### config.mk
export PLATFORM = sky130hd
export DESIGN_NAME = csr_fault_arbiter
export DESIGN_NICKNAME = d
export VERILOG_FILES = /design/src/rtl/csr_fault_pkg.sv /design/src/rtl/csr_group_checks.sv /design/src/rtl/csr_fault_merge.sv /design/src/rtl/csr_fault_arbiter.sv
export SDC_FILE = /design/constraint.sdc
export NUM_CORES = 1
export LEC_CHECK = 0
export ABC_CLOCK_PERIOD_IN_PS = 800
export BUFFER_PORTS_ARGS = -buffer_cell sky130_fd_sc_hd__buf_2
export CAP_MARGIN = 0
export CORE_AREA = 2 2 39 41
export CTS_BUF_LIST = sky130_fd_sc_hd__clkbuf_8
export CTS_CLUSTER_DIAMETER = 100
export DETAILED_ROUTE_END_ITERATION = 10
export DIE_AREA = 0 0 41 43
export GPL_TIMING_DRIVEN = 0
export PLACE_DENSITY = 0.77
export SYNTH_ARGS = -nofsm -noshare
export SYNTH_HDL_FRONTEND = slang
export SYNTH_HIERARCHICAL = 1
export SYNTH_SLANG_ARGS = --single-unit
export TNS_END_PERCENT = 10
### constraint.sdc
create_clock -name clk -period 0.8 [get_ports clk]
set_input_delay 0.04 -clock clk [delete_from_list [all_inputs] [get_ports clk]]
set_output_delay 0.04 -clock clk [all_outputs]
set_load 0.005 [all_outputs]
### src/rtl/csr_fault_pkg.sv
package csr_fault_pkg;
    typedef enum logic [1:0] {
        FLT_NONE    = 2'b00,
        FLT_ILLEGAL = 2'b01,
        FLT_VIRTUAL = 2'b10
    } flt_e;

    localparam int NUM_GROUPS = 5;

    localparam logic [11:0] ADDR_SISEL   = 12'h150;
    localparam logic [11:0] ADDR_SIREG   = 12'h151;
    localparam logic [11:0] ADDR_STOPEI  = 12'h15C;
    localparam logic [11:0] ADDR_VSISEL  = 12'h250;
    localparam logic [11:0] ADDR_VSIREG  = 12'h251;
    localparam logic [11:0] ADDR_VSTOPEI = 12'h25C;
endpackage

### src/rtl/csr_group_checks.sv
module csr_group_checks
    import csr_fault_pkg::*;
#(
    parameter int SEL_W   = 12,
    parameter int GEI_W   = 6,
    parameter int NUM_GEI = 5,
    parameter int SEL_LO  = 'h70,
    parameter int SEL_HI  = 'hFF
) (
    input  logic [1:0]            priv_i,
    input  logic                  virt_i,
    input  logic [11:0]           csr_addr_i,
    input  logic                  csr_wr_i,
    input  logic                  mstateen_ind_i,
    input  logic                  hstateen_ind_i,
    input  logic [SEL_W-1:0]      siselect_i,
    input  logic [SEL_W-1:0]      vsiselect_i,
    input  logic [GEI_W-1:0]      vgein_i,
    output logic [NUM_GROUPS-1:0] grp_ill_o,
    output logic [NUM_GROUPS-1:0] grp_vir_o
);
    localparam logic [SEL_W-1:0] SelLo  = SEL_W'(SEL_LO);
    localparam logic [SEL_W-1:0] SelHi  = SEL_W'(SEL_HI);
    localparam logic [GEI_W-1:0] GeiMax = GEI_W'(NUM_GEI);

    logic             machine;
    logic             vmode;
    logic [1:0]       req_lvl;
    logic             is_sel_pair;
    logic             is_ind;
    logic             gei_ok;
    logic [SEL_W-1:0] sireg_sel;
    logic             sireg_ok;
    logic             vsireg_ok;

    always_comb begin
        machine     = priv_i[1];
        vmode       = virt_i && !machine;
        req_lvl     = csr_addr_i[9:8];
        is_sel_pair = (csr_addr_i == ADDR_SISEL) || (csr_addr_i == ADDR_SIREG);
        is_ind      = is_sel_pair || (csr_addr_i == ADDR_VSISEL) ||
                      (csr_addr_i == ADDR_VSIREG);
        gei_ok      = (vgein_i != '0) && (vgein_i <= GeiMax);
        sireg_sel   = vmode ? vsiselect_i : siselect_i;
        sireg_ok    = (sireg_sel >= SelLo) && (sireg_sel <= SelHi);
        vsireg_ok   = (vsiselect_i >= SelLo) && (vsiselect_i <= SelHi);

        grp_ill_o = '0;
        grp_vir_o = '0;

        // stage 0: machine-level indirect enable
        grp_ill_o[0] = !machine && !mstateen_ind_i && is_ind;

        // stage 1: write to a read-only address
        grp_ill_o[1] = csr_wr_i && (csr_addr_i[11:10] == 2'b11);

        // stage 2: privilege level
        if (!machine) begin
            if (req_lvl == 2'b11) begin
                grp_ill_o[2] = 1'b1;
            end else if (vmode) begin
                grp_vir_o[2] = priv_i[0] ? (req_lvl == 2'b10) : (req_lvl != 2'b00);
            end else if (!priv_i[0]) begin
                grp_ill_o[2] = (req_lvl != 2'b00);
            end
        end

        // stage 3: hypervisor-level indirect enable
        grp_vir_o[3] = vmode && !hstateen_ind_i && is_sel_pair;

        // stage 4: indirect select and guest interrupt selector
        unique case (csr_addr_i)
            ADDR_SIREG:   grp_ill_o[4] = !sireg_ok;
            ADDR_VSIREG:  grp_ill_o[4] = !vsireg_ok;
            ADDR_STOPEI:  grp_vir_o[4] = vmode && !gei_ok;
            ADDR_VSTOPEI: grp_ill_o[4] = !vmode && !gei_ok;
            default:      ;
        endcase
    end
endmodule

### src/rtl/csr_fault_merge.sv
module csr_fault_merge
    import csr_fault_pkg::*;
(
    input  logic [NUM_GROUPS-1:0] grp_ill_i,
    input  logic [NUM_GROUPS-1:0] grp_vir_i,
    output flt_e                  verdict_o
);
    // walk from the lowest-priority stage upward so the earliest stage wins
    always_comb begin
        verdict_o = FLT_NONE;
        for (int i = NUM_GROUPS - 1; i >= 0; i--) begin
            if (grp_ill_i[i]) begin
                verdict_o = FLT_ILLEGAL;
            end else if (grp_vir_i[i]) begin
                verdict_o = FLT_VIRTUAL;
            end
        end
    end
endmodule

### src/rtl/csr_fault_arbiter.sv
module csr_fault_arbiter
    import csr_fault_pkg::*;
#(
    parameter int SEL_W   = 12,
    parameter int GEI_W   = 6,
    parameter int NUM_GEI = 5,
    parameter int SEL_LO  = 'h70,
    parameter int SEL_HI  = 'hFF,
    parameter bit OUT_REG = 1'b1
) (
    input  logic             clk,
    input  logic             rst_n,
    input  logic [1:0]       priv_i,
    input  logic             virt_i,
    input  logic [11:0]      csr_addr_i,
    input  logic             csr_wr_i,
    input  logic             mstateen_ind_i,
    input  logic             hstateen_ind_i,
    input  logic [SEL_W-1:0] siselect_i,
    input  logic [SEL_W-1:0] vsiselect_i,
    input  logic [GEI_W-1:0] vgein_i,
    output logic [1:0]       fault_o,
    output logic             illegal_o,
    output logic             virtual_o
);
    logic [NUM_GROUPS-1:0] grp_ill;
    logic [NUM_GROUPS-1:0] grp_vir;
    flt_e                  verdict_d;
    flt_e                  flt_state;

    csr_group_checks #(
        .SEL_W(SEL_W), .GEI_W(GEI_W), .NUM_GEI(NUM_GEI),
        .SEL_LO(SEL_LO), .SEL_HI(SEL_HI)
    ) u_checks (
        .priv_i(priv_i), .virt_i(virt_i), .csr_addr_i(csr_addr_i),
        .csr_wr_i(csr_wr_i), .mstateen_ind_i(mstateen_ind_i),
        .hstateen_ind_i(hstateen_ind_i), .siselect_i(siselect_i),
        .vsiselect_i(vsiselect_i), .vgein_i(vgein_i),
        .grp_ill_o(grp_ill), .grp_vir_o(grp_vir)
    );

    csr_fault_merge u_merge (
        .grp_ill_i(grp_ill), .grp_vir_i(grp_vir), .verdict_o(verdict_d)
    );

    generate
        if (OUT_REG) begin : g_reg
            always_ff @(posedge clk or negedge rst_n) begin
                if (!rst_n) flt_state <= FLT_NONE;
                else        flt_state <= verdict_d;
            end
        end else begin : g_comb
            assign flt_state = verdict_d;
        end
    endgenerate

    always_comb begin
        fault_o   = flt_state;
        illegal_o = 1'b0;
        virtual_o = 1'b0;
        unique case (flt_state)
            FLT_ILLEGAL: illegal_o = 1'b1;
            FLT_VIRTUAL: virtual_o = 1'b1;
            default:     ;
        endcase
    end

    // ---------------- assertions ----------------
    logic ind_addr;
    logic sel_pair_addr;
    logic gei_bad;
    assign sel_pair_addr = (csr_addr_i == 12'h150) || (csr_addr_i == 12'h151);
    assign ind_addr      = sel_pair_addr || (csr_addr_i == 12'h250) || (csr_addr_i == 12'h251);
    assign gei_bad       = (vgein_i == '0) || (int'(vgein_i) > NUM_GEI);

    generate
        if (OUT_REG) begin : g_chk
            // non-virtual user touching any non-user level
            a_r3_user_level: assert property (@(posedge clk) disable iff (!rst_n)
                (priv_i == 2'b00 && !virt_i && csr_addr_i[9:8] != 2'b00) |=> illegal_o);
            // machine enable off blocks indirect CSRs below machine mode
            a_r4_mach_enable: assert property (@(posedge clk) disable iff (!rst_n)
                (!priv_i[1] && !mstateen_ind_i && ind_addr) |=> illegal_o);
            // hypervisor enable fault wins over later checks
            a_r6_virt_enable: assert property (@(posedge clk) disable iff (!rst_n)
                (!priv_i[1] && virt_i && mstateen_ind_i && !hstateen_ind_i && sel_pair_addr)
                |=> virtual_o);
            // non-virtual access to the guest top-interrupt CSR with bad selector
            a_r8_vstopei: assert property (@(posedge clk) disable iff (!rst_n)
                ((priv_i[1] || (priv_i == 2'b01 && !virt_i)) && csr_addr_i == 12'h25C && gei_bad)
                |=> illegal_o);
            // virtual access to the supervisor top-interrupt CSR with bad selector
            a_r9_stopei: assert property (@(posedge clk) disable iff (!rst_n)
                (!priv_i[1] && virt_i && csr_addr_i == 12'h15C && gei_bad) |=> virtual_o);
            // never both verdict flags
            a_r2_exclusive: assert property (@(posedge clk) disable iff (!rst_n)
                !(illegal_o && virtual_o));
        end
    endgenerate
endmodule

==> results.txt, run 1 <==
- In this run the power density over the cells is ~1000 nW/um2.
- Violated checks: setup timing
- Maximum clock frequency: roughly 710 MHz
* Unrepaired setup endpoints after global routing: yes
- In the finished design, the share of the clock period the worst path needs comes to 175%.
* Post-route ant nets: 0
- Across every metal layer, demand over resource in global routing totals 14.9%.
- Of the cells placed in the final design, the portion with a size suffix greater than 1 is 57.3%.
- Proportion of netlist area held by the largest area contributor: between 10% and 20%
- For the worst setup path, the data arrival time is roughly 1500 ps.
* Final nets: about 160
* Status: finished with violations
* Detailed-route wire length per cell: a little under 10 um
- Leaving out fill and tap cells, the most frequent cells in the layout are 43 x buf_2, 5 x nand2b_1, 5 x a21oi_1.
* DRC violations left: 0
- STA classifies the critical path startpoint as an input port.
- Setup violations remaining at the end of the flow were counted as 4.
- Across all setup checks in the final design, the least slack found is -602 ps.
- Core footprint: between 1000 and 1500 um2
* Floorplan die width: just over 40 um
- Port buffer count: 45
- Largest register FFs: 2
- Die height: 43 um
- The first global-routing pass estimated between 1.5 and 2 mm of wire.
* Number of clock sinks seen by CTS: 2
- Category of the critical setup timing path: in2reg
- Via count of the first global-routing pass: around 550
* Largest net degree at the start of global routing: 7
- The initialized floorplan defines 14 standard-cell rows.
- For this block, the via count after detailed routing is ~570.
- Library cells used by synthesis: 28
* GR met1 Demand/Resource: between 10% and 20%
- In the synthesized netlist, the number of instances is 51.
- Met3 layer usage reported by global route: 3.14%
- In the global route stage, met2 resource usage came out at around 28%.
- After synthesis the cells add up to roughly 380 um2.
- Clock-pin slew was measured on the worst setup and hold paths at approximately 30 ps.
- CP endpoint kind: register
- After detailed placement, the total cell area comes to ~640 um2.
* Dpl ws: -905 ps
* Initial antenna violation count: 0
* Mean instance size in the synthesized netlist: around 7.5 um2
- Before antenna repair, the detailed router went through 4 iterations.
- Top cells by area in the synthesized netlist: dfrtp_1 13%, nand2b_1 8.1%, a21oi_1 6.5%
- The final layout contains routed wiring with a total length of 1.15 mm.
- TritonCTS built the clock tree.
- In this run, placement finished with an instance count of approximately 110.
* Req. time, crit path: 890 ps
- No sink is reached through more buffers than the 2 on the longest clock path.
* Sequential element share of the synthesized area: a little over an eighth
- Worst hold path type: in2async
- TritonCTS created 3 clock buffers.
- Reported max-cap violation count: 0
- Peak fanout along the critical path: 2
* CTS root buf: clkbuf_8
* Flip-flop and latch count after synthesis: 2
* Final antenna diode count: 0
- Final Hold Viols: 0
- Top-Level Pins: between 50 and 60
- The total count of max-transition violations in the final report was 0.
* Commonest non-fill, non-tap cell in the layout: buf_2
- Layout Cell Area excl Fill: a little over 700 um2
- Warnings from Yosys: 6
- CTS built an H-tree with a depth of 1.
- Sum of negative setup slack: -1340 ps
- Number of DRC markers in iteration 0: 5
* Yosys top cell by area: dfrtp_1
* Number of vias per cell after detailed routing: roughly 4.8
* Non-filler instance count after layout: between 100 and 150
- The congestion estimate from routability-driven global placement came to just under 0.7.
* Min Tclk post-route: 1400 ps
* Die outline area: approximately 1800 um2
- The area growth from synthesis to layout is 87.6%.
- Maximum vdd drop: around 0.38 mV
- Global route hottest layer: met2
* DPL Wire Length: approximately 1000 um
* Overall overflow remaining after global route: 0
- Static power due to leakage: 0.351 nW
- Hold is met by ~160 ps.
* Initial Utilization: 27.8%
-- kinds of logic (layout without fill, tap and decap cells) --
logic type | count (synthesis) | in the layout | synth area share (%)
other cells | 1 | 3 | 0.976
xor+xnor | 1 | 1 | 2.28
compound gates | 15 | 15 | 29.0
flops | 2 | 2 | 13.0
buf+inv | 7 | 57 | 9.77
simple gates | 25 | 25 | 44.9
-- cell usage after synthesis --
library cell / n
a2111oi_0: 1
a21oi_1: 5
a22oi_1: 1
a31o_2: 1
a31oi_1: 1
and2b_2: 1
and3_1: 2
buf_4: 3
conb_1: 1
dfrtp_1: 2
inv_1: 4
nand2_1: 2
nand2b_1: 5
nand3_1: 1
nand4bb_1: 1
nor2_1: 3
nor2b_1: 2
nor3_1: 1
nor4_1: 3
nor4b_2: 1
o21ai_0: 2
o221a_1: 1
o221ai_1: 1
o31a_1: 1
o32ai_2: 1
or3_4: 2
or4_4: 1
xnor2_1: 1
-- per-layer routing --
layer  part of all wire, %  vias up  wire (um)
met1                    34      244        394
met5                     0        -          0
met2                    53       32        612
li1                      -      291          -
met4                   1.1        0         13
met3                    11        2        130
-- metrics by stage --
step	utilization, %	power (W)
after floorplan	-	0.000204
after global placement	46.0	0.000330
after detailed placement	46.0	0.000338
after CTS	51.2	0.000748
after global routing	52.1	0.000802
final	52.1	0.000740
-- worst max-delay path, cell delays in order --
cell and delay, ps:
buf_2 100, o31a_1 280, or4_4 530, o32ai_4 140, nand2b_1 130, a21oi_1 60
o221a_1 200
-- timing repair --
action	in CTS	in global routing
pin swaps	3	1
setup endpoints to repair	4	4
hold endpoints to repair	2	0
resized for setup	2	2
hold buffers	1	0
setup buffers	1	0
-- report_power, final --
part	internal, W	switching [W]
sequential	0.000110	0.00000482
clock	0.000317	0.0000716
combinational	0.000146	0.0000903
total	0.000574	0.000167
-- final timing paths --
kind | startpoint | end | depth (start not counted)
max | vgein_i[2] | fault_o[1] | 7
min | rst_n | fault_o[1] | 2
max in group asynchronous | rst_n | fault_o[0] | 2
min in group clk | mstateen_ind_i | fault_o[0] | 4
-- cell type report --
class,instances,area [um2]
multi-input cells,44,317
clock buffers,3,41.3
flip-flops and latches,2,50.0
well taps,16,20.0
fillers,138,663
repair buffers,47,255
inverters,4,15.0
plain buffers,3,22.5
No activity file was read; power rests on OpenSTA's default activity.
==> inputs of run 2 (changes only) <==
--- a/config.mk
+++ b/config.mk
@@ -5,16 +5,16 @@
 export SDC_FILE = /design/constraint.sdc
 export NUM_CORES = 1
 export LEC_CHECK = 0
+export ABC_AREA = 1
 export ABC_CLOCK_PERIOD_IN_PS = 800
 export BUFFER_PORTS_ARGS = -buffer_cell sky130_fd_sc_hd__buf_2
 export CAP_MARGIN = 0
-export CORE_AREA = 2 2 39 41
+export CORE_UTILIZATION = 32
 export CTS_BUF_LIST = sky130_fd_sc_hd__clkbuf_8
 export CTS_CLUSTER_DIAMETER = 100
 export DETAILED_ROUTE_END_ITERATION = 10
-export DIE_AREA = 0 0 41 43
 export GPL_TIMING_DRIVEN = 0
-export PLACE_DENSITY = 0.77
+export PLACE_DENSITY = 0.78
 export SYNTH_ARGS = -nofsm -noshare
 export SYNTH_HDL_FRONTEND = slang
 export SYNTH_HIERARCHICAL = 1
==> results.txt, run 2 <==
- Final nets: 197 (+27%)
- The run finished, with violations left.
- Commonest non-fill, non-tap cell in the layout: buf_2
- Area of the mapped netlist: 458 um2 (+19%)
- From synthesis to final layout, the design area changed by 90.4%.
* Maximum vdd drop: 0.357 mV (-6.8%)
- Among all flip-flop cells after synthesis, the most frequent one is dfrtp_1.
* Via count of the first global-routing pass: 579 (+4.9%)
- The post-synthesis async set-or-reset flop share came to 100% (unchanged).
* Static power due to leakage: 0.488 nW (+39%)
* TritonCTS clock tree: yes
- Share of the clock period used by the worst path: 117% (-58 points)
* Number of DRC markers in iteration 0: 5 (unchanged)
* Sequential element share of the synthesized area: 10.9% (-2.1 points)
- Number of rows created at floorplan: 13 (-1)
* Ordered list of cells on the worst path: buf_2, nor4_2, nand3_1, nand2_1, inv_1, o21bai_1, nand2_1, nand2_1, nor2_1
- The fmax was 1070 MHz (+50%).
- The H-tree level count came to 1 (unchanged).
* Die height: 39.8 um (-7.4%)
- Post-layout total power: 0.000814 W (+9.9%)
- The routability congestion estimate came to 0.788 (+14%).
* Min setup slack post-route: -135 ps (+468 ps)
- CP arrival: 1030 ps (-460 ps)
- The hold violation count in the final report was 0 (unchanged).
- Cell repeated most along the worst path: nand2_1
- The share of the synthesized area in the top cell type was 17.2% (+4.2 points).
* Number of enable flip-flop cells after synthesis: 0 (unchanged)
- Core footprint: 1320 um2 (-4.8%)
- The checks that failed: setup timing.
- The total count of max-transition violations in the final report came to 0 (unchanged).
* Clock slew seen by the registers of the worst setup and hold paths: 30 ps (about the same)
* Port buffer count: 45 (unchanged)
- Yosys top cell by area: nor2_1
* Wire length of the first global-routing pass: 2.00 mm (+8.2%)
- Maximum clock path buffer count: 2 (unchanged)
- The I/O pin count came to 54 (unchanged).
- STA classifies the critical path startpoint as an input port.
- Min Tclk post-route: 935 ps (-468 ps)
- The flop and latch count out of synthesis came to 2 (unchanged).
- Met2 global-route usage: 36.5% (+8.4 points)
* Total buffers and inverters traversed by the critical path: 2 (+1)
- The number of routed nets with antenna violations came to 0 (unchanged).
* Req. time, crit path: 890 ps (about the same)
- nor2_1 is the most common cell in the netlist.
* Layout cell share with drive strength beyond 1: 47.6% (-9.7 points)
* Clock buffers created by TritonCTS: 3 (unchanged)
* Largest net degree at the start of global routing: 5 (-2)
- The met1 track demand over resource was 19.3% (+5.9 points).
- The number of diodes came to 0 (unchanged).
- The worst setup path is captured at a register.
* Global route hottest layer: met2
- Top Family by Delay on Critical Path: simple AND/OR/NAND/NOR gates
- Largest register FFs: 2 (unchanged)
- The number of max-cap violations is 0 (unchanged).
- Warnings from Yosys: 6 (unchanged)
- The average via count per standard cell came to 4.39 (-8.1%).
- The power density over the cells was 933 nW/um2 (-9.2%).
* Number of clock sinks seen by CTS: 2 (unchanged)
- The final setup violation count was 4 (unchanged).
- Synth top cells by count: 21 x nor2_1, 20 x nand2_1, 19 x inv_1
- Initial antenna violation count: 0 (unchanged)
- Initial Utilization: 34.8% (+7.0 points)
* Sum of negative setup slack: -266 ps (+1080 ps)
- The horizontal extent of the die came to 39.8 um (-2.9%).
* Detailed-routing iteration count for the pre-antenna-repair pass: 2 (-2)
- The tree is rooted in a clkbuf_8.
- Total routed wirelength: 1.25 mm (+8.9%)
- The synthesized area per cell was 4.98 um2 (-34%).
* Worst hold path type: in2async
- Top cells by area in the synthesized netlist: nor2_1 17%, nand2_1 16%, inv_1 16%
* DPL Wire Length: 1.05 mm (+5.3%)
* Overall overflow remaining after global route: 0 (unchanged)
- The routed wirelength normalized by instance count is 7.83 um (-19%).
* Peak fanout along the critical path: 3 (+1)
- Routed vias: 703 (+24%)
- The share of the core filled with cells in the final layout came to 66.2% (+14 points).
- The peak per-stage delay on the critical path was 340 ps (-190 ps).
- Setup repair after global routing could not meet its margin everywhere.
* Die outline area: 1590 um2 (-10%)
- The critical path in this run is classified as in2reg.
- The gate count after technology mapping came to 92 (+80%).
- The number of inserted filler cells in the final layout came to 129 (-6.5%).
- DRC violations left: 0 (unchanged)
- The number of distinct library cells after synthesis is 19 (-32%).
- The top cell types in the final layout, fill and taps aside, are 40 x buf_2, 19 x nor2_1, 18 x nand2_1.
- Met3 layer usage reported by global route: 1.70% (-1.4 points)
* Critical Path Slowest Stage Cell: nor4_2
- GR Util All Layers: 18.6% (+3.6 points)
-- run 2: changes by cell type after synthesis, sizes merged, moves of 3 or more --
cell / delta
nand2: +19
nand3: +8
a21oi: -3
nand2b: -5
inv: +15
nor2: +21
nor3: +3
-- run 2: cell type report --
type / count / area, um2 / area share [%]
multi-input combinational: 70 / 380 / 43.6
timing repair buffer: 48 / 278 / 31.9
inverter: 19 / 81.3 / 9.33
sequential: 2 / 50.0 / 5.74
clock buffer: 3 / 41.3 / 4.73
buffer: 3 / 22.5 / 2.58
tap: 15 / 18.8 / 2.15
-- run 2: per-layer routing --
| layer | vias up | part of all wire [%] |
|---|---|---|
| li1 | 382 | - |
| met1 | 286 | 37 |
| met2 | 33 | 55 |
| met3 | 2 | 6.1 |
| met4 | 0 | 1.1 |
| met5 | - | 0 |
-- run 2: worst paths after layout --
kind                       slack, ps  depth (start not counted)          to           start
max                             -130                          9  fault_o[1]   csr_addr_i[1]
min                              150                          2  fault_o[1]           rst_n
max in group asynchronous        560                          2  fault_o[0]           rst_n
min in group clk                 250                          5  fault_o[0]  hstateen_ind_i
-- run 2: stage by stage --
| stage | setup WS, ps | cell area, um2 | cells | hold slack [ps] |
|---|---|---|---|---|
| after floorplan | -136 | 505 | 94 | -256 |
| after detailed placement | -431 | 749 | 154 | -168 |
| final | -135 | 872 | 160 | 146 |
| after global routing | -268 | 872 | 160 | 174 |
| after global placement | -380 | 749 | 154 | -176 |
| after CTS | -128 | 872 | 160 | 147 |
-- run 2: cell families after synthesis --
logic type | after synthesis | synth area share [%]
AO/OA/AOI/OAI | 4 | 5.47
buffers and inverters | 22 | 20.5
AND/OR/NAND/NOR | 63 | 62.3
other | 1 | 0.819
flip-flops | 2 | 10.9
-- run 2: what timing repair did --
action / 4_1_cts / 5_1_grt
endpoints found under the hold margin: 2 / 0
resized for setup: 14 / 0
hold buffers: 1 / 0
pin swaps: 16 / 3
setup buffers: 2 / 0
setup endpoints to repair: 4 / 4
-- run 2: where the power goes --
part | switching [W] | internal [W] | leakage, nW | total, W
Sequential | 0.00000670 | 0.000112 | 0.0241 | 0.000118
Clock | 0.0000778 | 0.000318 | 0.0216 | 0.000396
Combinational | 0.000137 | 0.000163 | 0.442 | 0.000300
Total | 0.000221 | 0.000592 | 0.488 | 0.000814
==> inputs of run 3 (changes only) <==
--- a/config.mk
+++ b/config.mk
@@ -9,14 +9,13 @@
 export ABC_CLOCK_PERIOD_IN_PS = 800
 export BUFFER_PORTS_ARGS = -buffer_cell sky130_fd_sc_hd__buf_2
 export CAP_MARGIN = 0
-export CORE_UTILIZATION = 32
+export CORE_UTILIZATION = 31
 export CTS_BUF_LIST = sky130_fd_sc_hd__clkbuf_8
 export CTS_CLUSTER_DIAMETER = 100
 export DETAILED_ROUTE_END_ITERATION = 10
 export GPL_TIMING_DRIVEN = 0
-export PLACE_DENSITY = 0.78
+export PLACE_DENSITY = 0.8
 export SYNTH_ARGS = -nofsm -noshare
 export SYNTH_HDL_FRONTEND = slang
-export SYNTH_HIERARCHICAL = 1
 export SYNTH_SLANG_ARGS = --single-unit
 export TNS_END_PERCENT = 10
==> results.txt, run 3 <==
- CP endpoint kind: output port
* Met2 global-route usage: 38.6% (+2.1 points)
- Via count of the first global-routing pass: 542 (-6.4%)
- Met3 layer usage reported by global route: 2.33% (+0.62 points)
- The logic gate share of total power came to 30.5% (-6.3 points).
* Signed area change from the synthesized netlist to the final layout: 73.3%
- The post-synthesis async set-or-reset flop share is 100% (unchanged).
- The length of the first detailed-routing pass in iterations is 4 (+2).
- The number of distinct library cells after synthesis was 17 (-2).
- Min setup slack post-route: -58.3 ps (+76.3 ps)
- For the pin with the worst max-slew slack, the measured transition is 194 ps.
* Clock buffers created by TritonCTS: 3 (unchanged)
- Commonest non-fill, non-tap cell in the layout: buf_2
- Detailed-route wire length per cell: 8.08 um (+3.3%)
- Yosys top cell by area: nor2_1
* Final antenna diode count: 0 (unchanged)
- The clock-pin slew on the worst setup and hold paths is 30 ps (about the same).
- The number of placement rows came to 12 (-1).
- Core footprint: 1170 um2 (-11%)
- The hold violation count in the final report was 0 (unchanged).
- The initial standard-cell utilization of the core came to 34.8% (+0.071 points).
* GR Util All Layers: 18.5% (about the same)
- Die outline area: 1460 um2 (-7.7%)
- Layout cell share with drive strength beyond 1: 44.3% (-3.3 points)
- Clock Power Share: 54.1% (+5.5 points)
- CP arrival: 820 ps (-210 ps)
* Number of enable flip-flop cells after synthesis: 0 (unchanged)
- Post-route ant nets: 0 (unchanged)
- Sequential element share of the synthesized area: 12.3% (+1.3 points)
- Overall overflow remaining after global route: 0 (unchanged)
- The post-DP HPWL is 993 um (-5.5%).
- The final setup violation count came to 2 (-2).
* Top-Level Pins: 54 (unchanged)
- In the layout the commonest cells are 45 x buf_2, 19 x nand2_1, 19 x nor2_1.
- In the post-synthesis netlist, the biggest area contributors are nor2_1 19%, nand2_1 17%, nand3_1 17%.
- The standby leakage power came to 0.437 nW (-10%).
- The count of unresolved DRC violations after routing came to 0 (unchanged).
- The flow ran to the end, but the final reports show violations.
- Pwr Density: 1050 nW/um2 (+12%)
- Maximum vdd drop: 0.369 mV (+3.3%)
- Flip-flop and latch count after synthesis: 2 (unchanged)
- Number of vias per cell after detailed routing: 4.54 (+3.3%)
- The total length of routed wires was 1.17 mm (-6.4%).
- Global route hottest layer: met2
- Worst hold path type: in2reg
* Util after Layout: 60.4% (-5.8 points)
- Final slew viol count: 0 (unchanged)
- The share of power burned in registers was 15.3% (+0.8 points).
- The synthesized area per cell came to 4.97 um2 (about the same).
* Mapped Nets: around 130
- Reported max-cap violation count: 0 (unchanged)
- The number of warnings printed during yosys synthesis came to 0 (-6).
- In this run the tightest slew margin relative to its limit is 87.0%.
- Share of the clock period used by the worst path: 107% (-9.5 points)
- The worst setup path is launched from a register.
- Die height: 38.3 um (-3.9%)
* Violated checks: setup timing
* Gate Count Post-Synth: 82 (-11%)
- The required arrival time at the worst endpoint came to 760 ps (-130 ps).
* Category of the critical setup timing path: reg2out
* Switching power share of the total: 25.8% (-1.4 points)
- Most frequently used flop master after synthesis: dfrtp_1
* Largest register FFs: 2 (unchanged)
- The overall via count from detail_route was 658 (-6.4%).
- The maximum root-to-sink buffer count was 2 (unchanged).
* Deepest level of the CTS H-tree: 1 (unchanged)
* Routability congestion estimate from global placement: 0.752 (-4.6%)
* Proportion of netlist area held by the largest area contributor: 19.3% (+2.1 points)
- The detailed router's first-iteration violation count was 9 (+4).
* Unrepaired setup endpoints after global routing: yes
* CTS root buf: clkbuf_8
* Area of the mapped netlist: 408 um2 (-11%)
- TritonCTS built the clock tree.
- The net switching power figure is 0.000190 W (-14%).
- Total internal power: 0.000549 W (-7.4%)
* Number of clock sinks seen by CTS: 2 (unchanged)
- Min Tclk post-route: 858 ps (-76.3 ps)
- Floorplan die width: 38.3 um (-3.9%)
- The initial antenna violation count was 0 (unchanged).
- In the post-synthesis netlist, the cell with the most instances is nor2_1.
* Port buffer count: 45 (unchanged)
* GR met1 Demand/Resource: 17.2% (-2.1 points)
- The largest net degree at the start of global routing was 6 (+1).
- The fmax is 1170 MHz (+8.9%).
* Synth top cells by count: 21 x nor2_1, 19 x nand2_1, 14 x nand3_1
- Post-layout total power: 0.000739 W (-9.2%)
- Wire length of the first global-routing pass: 1.88 mm (-5.9%)
* Final nets: 183 (-7.1%)
* Peak fanout along the critical path: 3 (unchanged)
[run 3: changes by cell type in the layout (fill, tap and decap cells not counted), sizes merged, moves of 3 or more]
cell	before	now
inv	19	13
nand3	9	15
buf	50	45
conb	3	0
nor3	4	1
o21ai	0	3
[run 3: power groups by stage]
stage               logic (W)  clock network [W]  registers [W]
floorplan           0.0000860                  0       0.000115
global placement     0.000214                  0       0.000113
detailed placement   0.000222                  0       0.000114
CTS                  0.000227           0.000412       0.000113
global route         0.000258           0.000416       0.000114
finish               0.000226           0.000400       0.000113
[run 3: layout make-up]
class	instances	area, um2
flip-flops and latches	2	50.0
inverters	13	48.8
multi-input cells	67	314
fillers	126	464
well taps	14	17.5
repair buffers	46	235
clock buffers	3	41.3
[run 3: worst paths after layout]
path | endpoint | slack (ps) | from | cells past startpoint
worst max-delay path | virtual_o | -60 | fault_o[1] | 3
worst min-delay path | fault_o[1] | 160 | csr_wr_i | 4
max in group asynchronous | fault_o[1] | 520 | rst_n | 2
min in group asynchronous | fault_o[0] | 170 | rst_n | 2
[run 3: per-stage QoR]
step / worst slack [ps] / hold slack (ps) / setup TNS, ps / area [um2] / instances
floorplan: 5.53 / -256 / 0 / 413 / 82
global placement: -155 / -174 / -261 / 656 / 141
detailed placement: -166 / -173 / -276 / 656 / 141
CTS: -44.7 / 136 / -70.4 / 707 / 145
global route: -104 / 178 / -258 / 707 / 145
finish: -58.3 / 156 / -98.2 / 707 / 145
[run 3: what timing repair did]
action,CTS,global route
pin swaps,1,0
hold buffers,1,0
endpoints found under the setup margin,2,4
endpoints found under the hold margin,2,0
resized for setup,0,0
buffers inserted,0,0
[run 3: routing by layer]
metal | up-vias | wire, um | part of all wire, %
li1 | 357 | - | -
met1 | 266 | 432 | 37
met2 | 33 | 623 | 53
met3 | 2 | 99 | 8.4
met4 | 0 | 15 | 1.3
met5 | - | 0 | 0
[run 3: critical path: stages (launching register included)]
cell and delay, ps:
dfrtp_1 340, inv_1 50, nor2_1 100, buf_2 120
[run 3: cells by family after synthesis]
group	after synthesis	share of synthesized area, %
and+or+nand+nor	62	69.3
AOI/OAI and AO/OA	5	6.44
DFF	2	12.3
buffers and inverters	13	12.0
